**config.mk**
```make
export PLATFORM = sky130hd
export DESIGN_NAME = gpio_edge_port
export DESIGN_NICKNAME = d
export VERILOG_FILES = /design/src/rtl/gpio_port_pkg.sv /design/src/rtl/gpio_bus_fsm.sv /design/src/rtl/gpio_reg_file.sv /design/src/rtl/gpio_edge_det.sv /design/src/rtl/gpio_edge_port.sv
export SDC_FILE = /design/constraint.sdc
export NUM_CORES = 1
export LEC_CHECK = 0
export ABC_AREA = 1
export BUFFER_PORTS_ARGS = -buffer_cell sky130_fd_sc_hd__buf_4
export CAP_MARGIN = 20
export CORE_MARGIN = 1.5
export CORE_UTILIZATION = 50
export CTS_BUF_LIST = sky130_fd_sc_hd__clkbuf_16
export CTS_CLUSTER_DIAMETER = 30
export DETAILED_ROUTE_END_ITERATION = 16
export HOLD_SLACK_MARGIN = 0.02
export PLACE_DENSITY = 0.7
export SYNTH_ARGS = -nofsm -noshare
export SYNTH_HDL_FRONTEND = slang
export SYNTH_HIERARCHICAL = 1
export SYNTH_SLANG_ARGS = --single-unit
```
**constraint.sdc**
```tcl
create_clock -name clk -period 1.24 [get_ports clk]
set_input_delay 0.31 -clock clk [delete_from_list [all_inputs] [get_ports clk]]
set_output_delay 0.31 -clock clk [all_outputs]
set_load 0.02 [all_outputs]
```
**src/rtl/gpio_port_pkg.sv**
```systemverilog
package gpio_port_pkg;

    typedef enum logic [1:0] {
        BUS_IDLE  = 2'd0,
        BUS_DONE  = 2'd1,
        BUS_FAULT = 2'd2
    } bus_state_e;

    typedef enum logic [2:0] {
        REG_INPUT  = 3'd0,
        REG_LATCH  = 3'd1,
        REG_DIR    = 3'd2,
        REG_POL    = 3'd3,
        REG_DIS    = 3'd4,
        REG_STATUS = 3'd5,
        REG_PINEN  = 3'd6,
        REG_NONE   = 3'd7
    } reg_sel_e;

    localparam logic [1:0] SIZE_HALF = 2'd1;
    localparam int unsigned REG_COUNT = 7;

endpackage

```
**src/rtl/gpio_bus_fsm.sv**
```systemverilog
module gpio_bus_fsm
    import gpio_port_pkg::*;
#(
    parameter int ADDR_W = 5
) (
    input  logic              clk,
    input  logic              rst_n,
    input  logic              req,
    input  logic              we,
    input  logic [ADDR_W-1:0] addr,
    input  logic [1:0]        size,
    output reg_sel_e          sel,
    output logic              wr_en,
    output logic              rd_en,
    output logic              rsp_valid,
    output logic              err
);

    localparam int IDX_W = ADDR_W - 2;

    bus_state_e state_q, state_d;
    logic       legal;
    logic [IDX_W-1:0] idx;

    assign idx   = addr[ADDR_W-1:2];
    assign legal = (size == SIZE_HALF) && (addr[1:0] == 2'b00)
                   && (int'(idx) < int'(REG_COUNT));

    always_comb begin
        sel = REG_NONE;
        if (legal) begin
            sel = reg_sel_e'(idx[2:0]);
        end
    end

    assign wr_en = req && legal && we;
    assign rd_en = req && legal && !we;

    always_comb begin
        state_d = state_q;
        unique case (state_q)
            BUS_IDLE, BUS_DONE, BUS_FAULT: begin
                if (!req)       state_d = BUS_IDLE;
                else if (legal) state_d = BUS_DONE;
                else            state_d = BUS_FAULT;
            end
            default: state_d = BUS_IDLE;
        endcase
    end

    always_ff @(posedge clk or negedge rst_n) begin
        if (!rst_n) state_q <= BUS_IDLE;
        else        state_q <= state_d;
    end

    always_comb begin
        rsp_valid = 1'b0;
        err       = 1'b0;
        unique case (state_q)
            BUS_IDLE:  ;
            BUS_DONE:  rsp_valid = 1'b1;
            BUS_FAULT: begin
                rsp_valid = 1'b1;
                err       = 1'b1;
            end
            default: ;
        endcase
    end

endmodule

```
**src/rtl/gpio_reg_file.sv**
```systemverilog
module gpio_reg_file
    import gpio_port_pkg::*;
#(
    parameter int LINES = 16
) (
    input  logic             clk,
    input  logic             rst_n,
    input  reg_sel_e         sel,
    input  logic             wr_en,
    input  logic             rd_en,
    input  logic [LINES-1:0] wdata,
    input  logic [LINES-1:0] sampled,
    input  logic [LINES-1:0] status,
    output logic [LINES-1:0] latch_q,
    output logic [LINES-1:0] dir_q,
    output logic [LINES-1:0] pol_q,
    output logic [LINES-1:0] dis_q,
    output logic [LINES-1:0] pinen_q,
    output logic [LINES-1:0] clr_bits,
    output logic [LINES-1:0] rdata_q
);

    localparam logic [LINES-1:0] ALL_ONES = {LINES{1'b1}};

    logic [LINES-1:0] rd_mux;

    always_ff @(posedge clk or negedge rst_n) begin
        if (!rst_n) begin
            latch_q <= ALL_ONES;
            dir_q   <= ALL_ONES;
            pol_q   <= ALL_ONES;
            dis_q   <= ALL_ONES;
            pinen_q <= ALL_ONES;
        end else if (wr_en) begin
            unique case (sel)
                REG_LATCH: latch_q <= wdata;
                REG_DIR:   dir_q   <= wdata;
                REG_POL:   pol_q   <= wdata;
                REG_DIS:   dis_q   <= wdata;
                REG_PINEN: pinen_q <= wdata;
                default: ;
            endcase
        end
    end

    assign clr_bits = (wr_en && sel == REG_STATUS) ? wdata : '0;

    always_comb begin
        rd_mux = '0;
        unique case (sel)
            REG_INPUT:  rd_mux = sampled & pinen_q;
            REG_LATCH:  rd_mux = latch_q;
            REG_DIR:    rd_mux = dir_q;
            REG_POL:    rd_mux = pol_q;
            REG_DIS:    rd_mux = dis_q;
            REG_STATUS: rd_mux = status;
            REG_PINEN:  rd_mux = pinen_q;
            default:    rd_mux = '0;
        endcase
    end

    always_ff @(posedge clk or negedge rst_n) begin
        if (!rst_n)     rdata_q <= '0;
        else if (rd_en) rdata_q <= rd_mux;
        else            rdata_q <= '0;
    end

endmodule

```
**src/rtl/gpio_edge_det.sv**
```systemverilog
module gpio_edge_det #(
    parameter int LINES = 16
) (
    input  logic             clk,
    input  logic             rst_n,
    input  logic [LINES-1:0] pin_in,
    input  logic [LINES-1:0] dir,
    input  logic [LINES-1:0] pol,
    input  logic [LINES-1:0] dis,
    input  logic [LINES-1:0] clr,
    output logic [LINES-1:0] sampled,
    output logic [LINES-1:0] status,
    output logic             irq
);

    logic [LINES-1:0] prev_q;
    logic [LINES-1:0] hit;

    for (genvar i = 0; i < LINES; i++) begin : g_line
        logic rise, fall;
        assign rise   = sampled[i] & ~prev_q[i];
        assign fall   = ~sampled[i] & prev_q[i];
        assign hit[i] = (pol[i] ? rise : fall) & dir[i] & ~dis[i];

        always_ff @(posedge clk or negedge rst_n) begin
            if (!rst_n) begin
                sampled[i] <= 1'b0;
                prev_q[i]  <= 1'b0;
                status[i]  <= 1'b0;
            end else begin
                sampled[i] <= pin_in[i];
                prev_q[i]  <= sampled[i];
                status[i]  <= hit[i] | (status[i] & ~clr[i]);
            end
        end
    end

    assign irq = |status;

endmodule

```
**src/rtl/gpio_edge_port.sv**
```systemverilog
module gpio_edge_port
    import gpio_port_pkg::*;
#(
    parameter int LINES  = 16,
    parameter int ADDR_W = 5
) (
    input  logic              clk,
    input  logic              rst_n,
    input  logic              req,
    input  logic              we,
    input  logic [ADDR_W-1:0] addr,
    input  logic [1:0]        size,
    input  logic [LINES-1:0]  wdata,
    output logic [LINES-1:0]  rdata,
    output logic              rsp_valid,
    output logic              err,
    input  logic [LINES-1:0]  pin_in,
    output logic [LINES-1:0]  pin_out,
    output logic [LINES-1:0]  pin_oe,
    output logic              irq
);

    reg_sel_e         sel;
    logic             wr_en, rd_en;
    logic [LINES-1:0] latch_q, dir_q, pol_q, dis_q, pinen_q;
    logic [LINES-1:0] clr_bits, sampled, status;

    gpio_bus_fsm #(.ADDR_W(ADDR_W)) u_bus (
        .clk       (clk),
        .rst_n     (rst_n),
        .req       (req),
        .we        (we),
        .addr      (addr),
        .size      (size),
        .sel       (sel),
        .wr_en     (wr_en),
        .rd_en     (rd_en),
        .rsp_valid (rsp_valid),
        .err       (err)
    );

    gpio_reg_file #(.LINES(LINES)) u_regs (
        .clk      (clk),
        .rst_n    (rst_n),
        .sel      (sel),
        .wr_en    (wr_en),
        .rd_en    (rd_en),
        .wdata    (wdata),
        .sampled  (sampled),
        .status   (status),
        .latch_q  (latch_q),
        .dir_q    (dir_q),
        .pol_q    (pol_q),
        .dis_q    (dis_q),
        .pinen_q  (pinen_q),
        .clr_bits (clr_bits),
        .rdata_q  (rdata)
    );

    gpio_edge_det #(.LINES(LINES)) u_edge (
        .clk     (clk),
        .rst_n   (rst_n),
        .pin_in  (pin_in),
        .dir     (dir_q),
        .pol     (pol_q),
        .dis     (dis_q),
        .clr     (clr_bits),
        .sampled (sampled),
        .status  (status),
        .irq     (irq)
    );

    for (genvar i = 0; i < LINES; i++) begin : g_drv
        assign pin_oe[i]  = ~dir_q[i];
        assign pin_out[i] = pin_oe[i] & latch_q[i];
    end

endmodule

```
Yosys cells after proc, flatten, opt, wreduce, memory -nomap -nowiden
Index checks and enable logic that the tools add are counted.
Widths: inputs -> output; s select.
Word-level totals
  flip-flop bits (word level): 146
  latch bits: 0
  bits in writable memories: 0
  memory bits (read-only): 0
  bits of input ports: 43
  output and inout bits: 51
  memories: 0
Cells by class
  $add $sub $neg: 0
  multiply operators: 0
  divide/modulo/power cells: 0
  magnitude comparators: 1
  eq/ne operators: 9
  shifts and indexed selects: 0
  mux-type cells: 25
  bitwise operators: 193
  reductions and logical operators: 18
Operator list (count)
  $pmux 16 s7: 1
  $and 1x1->1: 96
  $not 1->1: 80
  $mux 16: 2
  $mux 1: 18
  $and 16x16->16: 1
  $or 1x1->1: 16
  $reduce_or 16->1: 1
  $reduce_and 2->1: 5
  $eq 3x3->1 const B: 3
  $eq 3x2->1 const B: 2
  $logic_and 1x1->1: 6
  $mux 2: 3
  $eq 2x1->1 const B: 2
  $logic_not 2->1: 2
  $eq 3x1->1 const B: 1
  $logic_not 3->1: 1
  $lt 3x3->1 const B: 1
  $mux 3: 1
  $reduce_or 3->1: 1
  $eq 2x2->1 const B: 1
  $reduce_or 2->1: 1
  $logic_not 1->1: 1

Depth between registers and ports, before layout
  word-level depth: 10
  gate-level depth with buffers: 12
  mapped depth without buffers: 10

Cells and area by module
The synthesis kept the hierarchy.
By module, submodules not included
  gpio_reg_file: instances 1, cells an instance 602, area an instance 5078.6 µm², seq. area each 2502.4 µm²
  gpio_edge_det: instances 1, cells an instance 253, area an instance 2015.7 µm², seq. area each 1201.2 µm²
  gpio_edge_port: instances 1, cells an instance 48, area an instance 220.2 µm², seq. area each 0.0 µm²
  gpio_bus_fsm: instances 1, cells an instance 27, area an instance 186.4 µm², seq. area each 50.0 µm²

Worst setup path before layout
Ideal clock, no wire load.
  path kind: input to register
  start: input port addr[0]
  end: register u_edge.status[9]
  library setup time: 0.116 ns
  arrival: 1.967 ns
  data required time: 1.124 ns
  path slack: -0.843 ns
  stages on the path: 10
  path buffers: 1
  path through: inv_1 > nand2_1 > nor2_4 > nand3_2 > nor2_1 > nand4_4 > buf_2 > nor2_1 > or2_0 > nand2_1
On the way
  cells in the longest elaborated chain, start to end: 10
  elaborated cells on any way between the ends: 12
  classes of those cells: eq/ne: 1; mux: 2; bitwise: 3; reduce/logical: 6
Ends and longest elaborated chain
  start: declaration: line gpio_edge_port.sv:11  | input logic [ADDR_W-1:0] addr,
  $logic_not 2->1: line gpio_bus_fsm.sv:26  | assign legal = (size == SIZE_HALF) && (addr[1:0] == 2'b00)
  $logic_and 1x1->1: line gpio_bus_fsm.sv:26
  $logic_and 1x1->1: line gpio_bus_fsm.sv:27  | && (int'(idx) < int'(REG_COUNT));
  $logic_and 1x1->1 (2 in a row): line gpio_bus_fsm.sv:36  | assign wr_en = req && legal && we;
  named net wr_en: line gpio_edge_port.sv:24  | logic wr_en, rd_en;
  $logic_and 1x1->1: line gpio_reg_file.sv:46  | assign clr_bits = (wr_en && sel == REG_STATUS) ? wdata : '0;
  $mux 16: line gpio_reg_file.sv:46
  named net clr_bits[9]: line gpio_edge_port.sv:26  | logic [LINES-1:0] clr_bits, sampled, status;
  $not 1->1: line gpio_edge_det.sv:33  | status[i] <= hit[i] | (status[i] & ~clr[i]);
  $and 1x1->1: line gpio_edge_det.sv:33
  $or 1x1->1: line gpio_edge_det.sv:33
  end signal: indexed assignment: line gpio_edge_det.sv:33
  end: declaration: line gpio_edge_det.sv:12  | output logic [LINES-1:0] status,
The timed path passes the listed nets, and every way through them passes these cells.
A chain may end at the register's enable or synchronous reset.

Final worst setup path
  start: register u_edge.status[8]
  end: output port irq
On the way
  cells in the longest elaborated chain, start to end: 1
Ends and longest elaborated chain
  $reduce_or 16->1: line gpio_edge_det.sv:38  | assign irq = |status;
  end: declaration: line gpio_edge_port.sv:20  | output logic irq
No other way between the ends.

==> qor.yml <==
outcome: "finished with violations"
violations: "negative setup slack"
layout.cells.most_common: "sky130_fd_sc_hd__inv_1"
cp-start-kind: "flop"
finish.net_count: 1211
totalWireLength_um: 31100
p_int_mw: 8.11
place_hpwl_um: 12600
finish.utilization_pct: 84.7
ant_nets: 0
area_growth_syn_to_layout_pct: 64.7
seq_area_frac_synth_pct: 50.0
post_synth.cell_area_avg_um2: 8.07
timing.critical_path.cells: "nor2_2 > nand3_1 > nor2_1 > nand2_1 > buf_6"
worst-r2r-setup-slack_ns: -0.13
number_of_sinks_handled_by_clock_tree_synthesis: 146
cp_data_required_time_ns: 0.93
htreeDepth: 4
worst_ir_drop_vdd_mv: 1.00
floorplan.core_area_mm2: 0.0146
place.port_buffers: 93
worstHoldPathType: "input pin to flop"
grt_overflow_total: 0
rows: 44
drt_first_pass_iters: 9
rr_endpoint: "u_regs/rdata_q[8]"
slew_viol_final: 0
netlist_instances: 930
floorplan.initialDensity_pct: 51.4
netlist_area_mm2: 0.00750
via_count: 8292
timing_worst_setup_path_type: "flop to output port"
via_per_inst: 6.08
layout_common_cells: "sky130_fd_sc_hd__inv_1, sky130_fd_sc_hd__buf_4, sky130_fd_sc_hd__nand2_1"
fin_crit_ns: 1.90
boundaryPins: 94
r2r_cells: 6
hp-start: "req"
width_of_the_chip_um: 125
die_area_mm2: 0.0157
power.density_cell_area_mw_per_mm2: 870
yosysWarningCount: 6
placed_cell_area_mm2: 0.00895
cell_type_group_with_the_largest_total_delay_on_the_critical_path: "simple AND/OR/NAND/NOR gates"
worst_skew_pair_latency_ns: 0.43
clk_path_buf_depth: 2
cpPeakStageDelay_ns: 0.45
final_cell_area_mm2: 0.0124
routedWlPerCell_um: 22.8
fillers: 666
hold_depth: 5
tightestPinTransition_ns: 0.461
drive_above_1_share_pct: 56.6
hold_path_end: "u_bus/state_q[1]"
relSlewSlack_pct: 69.2
cp.buffers_inverters: 1
final.setup_skew_ns: 0.00978
final-setup-viol-count: 158
setup_slack_ns: -0.656
synthesis.nets: 975
p_sw_mw: 2.64
crit_path_max_fanout: 3
post-layout-total-power_mw: 10.7
ys_ff_latch: 146
crit_arrival_ns: 1.59
fp.dieH_um: 125
power_switching_share_pct: 24.6
antenna_found_initial: 0
worst_setup_path_end_kind: "output port"
grt_setup_unrepaired: "true"
grt_pass1_vias: 7969
sequentialPowerShare_pct: 46.1
p_leak_nw: 5.40
slowest_stage: "sky130_fd_sc_hd__dfrtp_2"
largest_net_degree_at_the_start_of_global_routing: 33
globalRouteTotalUtil_pct: 34.3
synthDistinctLibCells: 28
finalWeightedCongestion: 0.833
path_clk_slew_ns: 0.07
clock.fmax_ghz: 0.527
drcViolationCount: 0
timing.final.crit_share_pct: 153
cts-buffers-inserted: 17
grt_first_pass_wirelength_um: 42000
antenna_cells_inserted: 0
pwr-share-comb_pct: 6.9
tritoncts: "done"
timing.max_cap.violations: 0
timing_hold_violations_final: 0
launch_point_of_the_worst_reg_to_reg_path: "u_regs/pinen_q[8]"
drt_first_iter_violations: 1120
cts.root.buffer_cell: "sky130_fd_sc_hd__clkbuf_16"
clock_power_share_pct: 47.0
## power by group through the flow
stage | Combinational [mW] | Clock [mW] | Sequential, mW
6_report | 0.744 | 5.05 | 4.95
5_1_grt | 0.798 | 5.27 | 4.95
4_1_cts | 0.652 | 5.00 | 4.93
3_5_place_dp | 0.539 | 0 | 5.00
3_3_place_gp | 0.532 | 0 | 5.00
2_1_floorplan | 0.212 | 0 | 4.99
## repair_timing
item / 4_1_cts / 5_1_grt
gates cloned: 17 / 2
endpoints found under the hold margin: 30 / 0
hold buffers: 17 / 0
pin swaps: 62 / 68
setup buffers: 64 / 16
resized for setup: 271 / 213
endpoints found under the setup margin: 163 / 163
## how the worst max path moves through the flow
| stage | from | end | slack, ns | cells past startpoint |
|---|---|---|---|---|
| after floorplan | size[1] | u_edge/status[9] | -0.33 | 10 |
| after global placement | size[1] | u_regs/dis_q[9] | -0.55 | 11 |
| after detailed placement | size[1] | u_regs/dis_q[8] | -0.58 | 11 |
| after CTS | u_edge/status[1] | irq | -0.49 | 5 |
| after global routing | u_edge/status[8] | irq | -0.65 | 5 |
| final | u_edge/status[8] | irq | -0.66 | 5 |
## flip-flops by register name, indices dropped and copies added, names as in the netlist
register / count
u_regs/latch_q: 16
u_edge/sampled: 16
u_regs/pinen_q: 16
u_regs/rdata_q: 16
u_regs/dis_q: 16
u_edge/prev_q: 16
u_edge/status: 16
u_regs/pol_q: 16
u_bus/state_q: 2
u_regs/dir_q: 16
## synthesized netlist by cell type
cell                       instances  area [um^2]
sky130_fd_sc_hd__nor2_4            2         22.5
sky130_fd_sc_hd__o21ai_2          22          193
sky130_fd_sc_hd__o21ai_1          42          210
sky130_fd_sc_hd__buf_2            16         80.1
sky130_fd_sc_hd__clkbuf_1          5         18.8
sky130_fd_sc_hd__nand3_2           1         10.0
sky130_fd_sc_hd__ha_1              2         25.0
sky130_fd_sc_hd__nand3_4           2         35.0
sky130_fd_sc_hd__nand2_2           1         6.26
sky130_fd_sc_hd__nand4_4           5          106
sky130_fd_sc_hd__a21oi_1          16         80.1
sky130_fd_sc_hd__buf_4            10         75.1
sky130_fd_sc_hd__inv_2             3         11.3
sky130_fd_sc_hd__nand2_1         215          807
sky130_fd_sc_hd__clkbuf_2          1         5.00
sky130_fd_sc_hd__or2_0             2         12.5
sky130_fd_sc_hd__nand4_1          64          400
sky130_fd_sc_hd__nand3b_1          2         15.0
sky130_fd_sc_hd__buf_6            12          135
sky130_fd_sc_hd__inv_1           167          627
sky130_fd_sc_hd__nand3_1          65          325
sky130_fd_sc_hd__o21ai_0          16         80.1
sky130_fd_sc_hd__buf_1             2         7.51
sky130_fd_sc_hd__nor2_2           16          100
sky130_fd_sc_hd__inv_4             1         6.26
sky130_fd_sc_hd__dfstp_2          80         2100
sky130_fd_sc_hd__nor2_1           94          353
sky130_fd_sc_hd__dfrtp_1          66         1650
## cell type report
| cell class | instances | area (um^2) | share of cell area (%) |
|---|---|---|---|
| Multi-Input combinational cell | 567 | 4080 | 33.0 |
| Sequential cell | 146 | 3750 | 30.4 |
| Timing Repair Buffer | 261 | 3000 | 24.3 |
| Inverter | 171 | 696 | 5.63 |
| Clock buffer | 17 | 425 | 3.44 |
| Tap cell | 184 | 230 | 1.86 |
| Clock inverter | 15 | 145 | 1.18 |
| Timing Repair inverter | 2 | 25.0 | 0.203 |
## per-layer routing
layer / part of all wire (%) / global-route usage [%] / up-vias
met3: 9.3 / 8.64 / 257
met2: 46 / 55.7 / 673
met5: 0 / 0 / -
met4: 8.6 / 22.3 / 0
met1: 36 / 40.5 / 3942
li1: - / - / 3420
## metrics by stage
step | setup TNS, ns | hold slack [ns] | cells | setup slack [ns]
after global routing | -55.85 | 0.280 | 1363 | -0.654
after detailed placement | -58.87 | 0.234 | 1227 | -0.580
after floorplan | -23.58 | 0.0144 | 930 | -0.331
after global placement | -56.76 | 0.238 | 1227 | -0.553
after CTS | -42.77 | 0.185 | 1357 | -0.493
final | -50.26 | 0.274 | 1363 | -0.656
## worst register-to-register path, delay by kind of cell (launching register included)
family,cells,cell delay [ns]
simple gates,4,0.33
buf+inv,1,0.12
compound gates,1,0.23
flops,1,0.58
## kinds of logic (layout without fill, tap and decap cells)
| kind of cell | after synthesis | after routing | synth area share (%) |
|---|---|---|---|
| AND/OR/NAND/NOR | 469 | 469 | 29.2 |
| buffers and inverters | 217 | 466 | 12.9 |
| AO/OA/AOI/OAI | 96 | 96 | 7.51 |
| adder cells (fa/ha/maj) | 2 | 2 | 0.334 |
| flip-flops | 146 | 146 | 50.0 |
(Power assumes the default switching activity.)
